[src/rtl/tpat_pkg.sv]
package tpat_pkg;

    typedef enum logic [1:0] {
        PAT_PRBS15 = 2'd0,
        PAT_PRBS20 = 2'd1,
        PAT_ALT    = 2'd2,
        PAT_ONES   = 2'd3
    } pat_t;

    typedef struct packed {
        logic       valid;
        logic       bit_v;
        logic [1:0] sel;
        logic       alt;
    } gen_state_t;

endpackage

[src/rtl/tpat_lfsr.sv]
// Fibonacci shift register: emits the top stage, feeds back top ^ tap.
module tpat_lfsr #(
    parameter int WIDTH = 15,
    parameter int TAP   = 14
) (
    input  logic clk,
    input  logic rst_n,
    input  logic step,
    input  logic reseed,
    output logic out_bit
);
    localparam logic [WIDTH-1:0] SEED = '1;

    logic [WIDTH-1:0] state_q;
    logic [WIDTH-1:0] state_d;
    logic [WIDTH-1:0] eff;

    always_comb begin
        eff     = reseed ? SEED : state_q;
        out_bit = eff[WIDTH-1];
        state_d = state_q;
        if (step) begin
            state_d = {eff[WIDTH-2:0], eff[WIDTH-1] ^ eff[TAP-1]};
        end else if (reseed) begin
            state_d = SEED;
        end
    end

    always_ff @(posedge clk) begin
        if (!rst_n) state_q <= SEED;
        else        state_q <= state_d;
    end

    AST_LFSR_NONZERO: assert property (@(posedge clk) disable iff (!rst_n)
        state_q != '0);
    AST_LFSR_HOLD: assert property (@(posedge clk) disable iff (!rst_n)
        (!step && !reseed) |=> $stable(state_q));
    AST_LFSR_SHIFT: assert property (@(posedge clk) disable iff (!rst_n)
        (step && !reseed) |=> state_q[WIDTH-1:1] == $past(state_q[WIDTH-2:0]));
endmodule

[src/rtl/tpat_err_latch.sv]
// Holds one pending error request until a payload bit consumes it.
module tpat_err_latch (
    input  logic clk,
    input  logic rst_n,
    input  logic inject,
    input  logic consume,
    output logic pending
);
    logic pend_q;
    logic pend_d;

    always_comb begin
        pend_d = (pend_q && !consume) || inject;
    end

    always_ff @(posedge clk) begin
        if (!rst_n) pend_q <= 1'b0;
        else        pend_q <= pend_d;
    end

    assign pending = pend_q;

    AST_ERR_SET: assert property (@(posedge clk) disable iff (!rst_n)
        inject |=> pend_q);
    AST_ERR_ONESHOT: assert property (@(posedge clk) disable iff (!rst_n)
        consume |=> (!pend_q || $past(inject)));
endmodule

[src/rtl/tpat_gen.sv]
module tpat_gen
    import tpat_pkg::*;
#(
    parameter int P15_WIDTH = 15,
    parameter int P15_TAP   = 14,
    parameter int P20_WIDTH = 20,
    parameter int P20_TAP   = 17
) (
    input  logic       clk,
    input  logic       rst_n,
    input  logic       bit_en,
    input  logic [1:0] pat_sel,
    input  logic       framed_mode,
    input  logic       slot_payload,
    input  logic       err_inject,
    output logic       tx_bit,
    output logic       tx_valid
);
    gen_state_t st_q, st_d;
    pat_t       sel_now;
    logic       sel_chg, reseed, payload, emit;
    logic       alt_eff, pat_bit;
    logic       b15, b20, step15, step20, err_pend;

    tpat_lfsr #(.WIDTH(P15_WIDTH), .TAP(P15_TAP)) i_lfsr15 (
        .clk(clk), .rst_n(rst_n), .step(step15), .reseed(reseed), .out_bit(b15));

    tpat_lfsr #(.WIDTH(P20_WIDTH), .TAP(P20_TAP)) i_lfsr20 (
        .clk(clk), .rst_n(rst_n), .step(step20), .reseed(reseed), .out_bit(b20));

    tpat_err_latch i_err (
        .clk(clk), .rst_n(rst_n), .inject(err_inject), .consume(emit), .pending(err_pend));

    always_comb begin
        sel_now = pat_t'(pat_sel);
        sel_chg = (pat_sel != st_q.sel);
        reseed  = bit_en && sel_chg;
        payload = !framed_mode || slot_payload;
        emit    = bit_en && payload;
        alt_eff = sel_chg ? 1'b0 : st_q.alt;
        step15  = emit && (sel_now == PAT_PRBS15);
        step20  = emit && (sel_now == PAT_PRBS20);

        case (sel_now)
            PAT_PRBS15: pat_bit = b15;
            PAT_PRBS20: pat_bit = b20;
            PAT_ALT:    pat_bit = alt_eff;
            default:    pat_bit = 1'b1;
        endcase

        st_d       = st_q;
        st_d.valid = bit_en;
        st_d.bit_v = emit ? (pat_bit ^ err_pend) : 1'b0;
        if (bit_en) st_d.sel = pat_sel;
        if (reseed) st_d.alt = 1'b0;
        if (emit && sel_now == PAT_ALT) st_d.alt = ~alt_eff;
    end

    always_ff @(posedge clk) begin
        if (!rst_n) st_q <= '{valid: 1'b0, bit_v: 1'b0, sel: 2'd0, alt: 1'b0};
        else        st_q <= st_d;
    end

    assign tx_bit   = st_q.bit_v;
    assign tx_valid = st_q.valid;

    AST_VALID_TRACKS_EN: assert property (@(posedge clk) disable iff (!rst_n)
        bit_en |=> tx_valid);
    AST_IDLE_QUIET: assert property (@(posedge clk) disable iff (!rst_n)
        !bit_en |=> (!tx_valid && !tx_bit));
    AST_OVERHEAD_ZERO: assert property (@(posedge clk) disable iff (!rst_n)
        (bit_en && framed_mode && !slot_payload) |=> !tx_bit);
    AST_ONES_HIGH: assert property (@(posedge clk) disable iff (!rst_n)
        (bit_en && payload && pat_sel == 2'd3 && !err_pend) |=> tx_bit);
endmodule

[config.mk]
export PLATFORM = sky130hd
export DESIGN_NAME = tpat_gen
export DESIGN_NICKNAME = d
export VERILOG_FILES = /design/src/rtl/tpat_pkg.sv /design/src/rtl/tpat_lfsr.sv /design/src/rtl/tpat_err_latch.sv /design/src/rtl/tpat_gen.sv
export SDC_FILE = /design/constraint.sdc
export NUM_CORES = 1
export LEC_CHECK = 0
export BUFFER_PORTS_ARGS = -buffer_cell sky130_fd_sc_hd__buf_4
export CAP_MARGIN = 25
export CORE_AREA = 2 2 61 63
export CTS_BUF_LIST = sky130_fd_sc_hd__clkbuf_16
export DETAILED_ROUTE_END_ITERATION = 12
export DIE_AREA = 0 0 63 65
export PLACE_DENSITY = 0.64
export REMOVE_ABC_BUFFERS = 1
export SLEW_MARGIN = 15
export SYNTH_ARGS = -nofsm -noshare
export SYNTH_HDL_FRONTEND = slang
export SYNTH_SLANG_ARGS = --single-unit
[constraint.sdc]
create_clock -name clk -period 1.5 [get_ports clk]
set_input_delay 0 -clock clk [delete_from_list [all_inputs] [get_ports clk]]
set_output_delay 0 -clock clk [all_outputs]
set_load 0.1 [all_outputs]
==> impl_metrics.json <==
{
  "grt_pass1_vias": 1199,
  "critPathKind": "register to register",
  "clock-sinks": 41,
  "fin_setup_tns_ps": 0,
  "die_h_um": 65,
  "cts_max_level": 2,
  "synth_cells": 195,
  "hold_viol_final": 0,
  "total_power_mw": 2.35,
  "gr-total-overflow": 0,
  "coreArea_mm2": 0.00350,
  "synth-async-reset-ratio_pct": 0,
  "drcViolationCount": 0,
  "yosysSeqAreaShare_pct": 50.0,
  "drt_iter0_drc": 79,
  "netlist_top_cells_area": "dfxtp_1 50%, nand2_1 16%, nand3_1 7.6%",
  "cts_buffer_depth": 2,
  "p_comb_share_pct": 9.2,
  "path_clk_slew_ps": 50,
  "gp_congestion": 0.854,
  "synth_edf_count": 0,
  "pwr-share-seq_pct": 48.9,
  "endpoint_kind": "register",
  "worstPathRequired_ps": 1650,
  "cell_internal_pwr_mw": 1.81,
  "stdcell_area_mm2": 0.00189,
  "critPathLaunchType": "register",
  "die-area_mm2": 0.00410,
  "cts_setup_buffers": 0,
  "clk_latency_ps": 270,
  "drt-total-wl_mm": 2.93,
  "fin_nets": 215,
  "utilization_pct": 54.1,
  "ys_warn_count": 0,
  "period_needed_ps": 1340,
  "placed_area_mm2": 0.00173,
  "grt_pass1_wl_mm": 5.36,
  "slew_violations": 0,
  "p_per_area_mw_per_mm2": 1240,
  "chipWidth_um": 63,
  "drive_above_1_share_pct": 15.9,
  "antenna_found_initial": 0,
  "crit_fanout": 19,
  "vias": 1296,
  "worst_path_largest_cell_delay_ps": 350,
  "grt_max_degree": 22,
  "wl_per_cell_um": 11.4,
  "synth.most_common_cell": "nand2_1",
  "dr.pass1.iters": 4,
  "cts_tree": "built",
  "setup_violations": 0,
  "start_util_pct": 47.0,
  "rows": 22,
  "cts_root_buf": "clkbuf_16",
  "place_hpwl_mm": 1.95,
  "hp-class": "primary input to register",
  "power.leakage_nw": 0.889,
  "drtAntennaViolNets": 0,
  "syn_area_mm2": 0.00164,
  "n_antenna_cell": 0,
  "synth_common_cells": "69 x nand2_1, 41 x dfxtp_1, 25 x nand3_1, 10 x nand3_2, 5 x clkbuf_1",
  "synth-main-ff-cell": "dfxtp_1",
  "rsz0062_at_grt": "no",
  "ctsResizeCount": 0,
  "p_switching_uw": 536,
  "status": "finished, final reports clean",
  "yosysUniqueCellTypes": 29,
  "yosysTopAreaCellShare_pct": 50.0,
  "cts_hold_buf": 2,
  "groute.usage.overall_pct": 16.4,
  "cap_violations": 0,
  "cp.arrival_ps": 1490,
  "slew_headroom_pct": 67.8,
  "yosys.area.top_type": "dfxtp_1",
  "pwr-share-clk_pct": 41.9,
  "peakVddDrop_uv": 509,
  "critPathBufInv": 1,
  "ys_ff_latch": 41,
  "syn_to_final_growth_pct": 15.2,
  "netSwitchingFraction_pct": 22.8,
  "numCtsBuffers": 5,
  "syn_avg_cell_area_um2": 8.42,
  "cp_top_family": "flip-flops",
  "clock_skew_ps": 3.40,
  "io_pins": 10,
  "max_freq_mhz": 747,
  "port_buffers": 9,
  "crit_slowest_cell": "dfxtp_1",
  "viasPerCell": 5.06,
  "fin_crit_sh_pct": 89.2,
  "tightestPinTransition_ps": 483,
  "path_cells": "xor2_1 -> o21ai_2 -> and2_1 -> buf_4 -> nand3_1"
}
## flip-flops by register name, summed over array words and instances (netlist names)
register / cells
tx_valid: 1
tx_bit: 1
i_lfsr20.state_q: 20
i_lfsr15.state_q: 15
st_q: 3
i_err.pending: 1
## layout make-up
type	instances	area [um^2]
clock inverter	3	13.8
tap	48	60.1
fill	350	1600
multi-input combinational	140	732
clock buffer	5	125
sequential	41	821
timing repair buffer	17	133
inverter	2	7.51
## logic make-up after synthesis
group / count (synthesis) / share of synthesized area, %
flip-flops: 41 / 50.0
AO/OA/AOI/OAI: 12 / 4.88
buffers and inverters: 14 / 5.41
multiplexers: 2 / 1.22
XOR/XNOR: 4 / 2.13
AND/OR/NAND/NOR: 122 / 36.4
## power by group through the flow
stage | combinational (mW) | clock [mW] | sequential, mW
finish | 0.216 | 0.982 | 1.15
global route | 0.242 | 1.08 | 1.15
CTS | 0.216 | 1.02 | 1.15
detailed placement | 0.211 | 0 | 1.17
global placement | 0.203 | 0 | 1.17
floorplan | 0.121 | 0 | 1.19
## layout by cell type, fill, tap and decap left out, drive strengths merged
| cell type | synthesis | final |
|---|---|---|
| nand4 | 1 | 1 |
| mux2i | 2 | 2 |
| a221oi | 1 | 1 |
| nor2 | 4 | 4 |
| inv | 2 | 3 |
| xor2 | 4 | 4 |
| dlygate4sd3 | 0 | 2 |
| nor3 | 2 | 2 |
| nand3 | 35 | 35 |
| nor2b | 1 | 1 |
| clkbuf | 5 | 5 |
| nand4b | 1 | 1 |
| o21ai | 5 | 5 |
| nand2 | 69 | 69 |
| and2 | 2 | 2 |
| a41o | 1 | 1 |
| a2111o | 1 | 1 |
| and3b | 2 | 2 |
| a31oi | 1 | 1 |
| and3 | 1 | 1 |
| a21oi | 3 | 3 |
| nand3b | 1 | 1 |
| clkinv | 0 | 2 |
| and4b | 1 | 1 |
| nand2b | 2 | 2 |
| buf | 7 | 15 |
| dfxtp | 41 | 41 |
## stage by stage
stage / std cells / hold WS [ps] / setup WS (ps)
2_1_floorplan: 183 / 76.2 / -258
3_3_place_gp: 246 / 213 / 224
3_5_place_dp: 246 / 227 / 174
4_1_cts: 256 / 22.2 / 164
5_1_grt: 256 / 45.7 / 52.7
6_report: 256 / 24.2 / 161
## path summary, 6_finish.rpt
path / from / endpoint / slack, ps / cells after the start
setup / recovery: st_q[1] / i_lfsr20.state_q[19] / 160 / 5
hold / removal: pat_sel[1] / st_q[2] / 20 / 3
setup reg to reg: st_q[1] / i_lfsr20.state_q[19] / 160 / 5
hold reg to reg: i_lfsr20.state_q[5] / i_lfsr20.state_q[5] / 470 / 2
## per-layer routing
| metal | global-route usage (%) | share of wire, % |
|---|---|---|
| met1 | 20.2 | 47 |
| met2 | 26.7 | 50 |
| met3 | 5.56 | 3.3 |
| met4 | 5.83 | 0.24 |
| met5 | 0 | 0 |
## tightest hold or removal path, delay by kind of cell
kind / cells / cell delay, ps
simple gates: 1 / 70
buf+inv: 1 / 120
mux: 1 / 70
(Power assumes the default switching activity.)
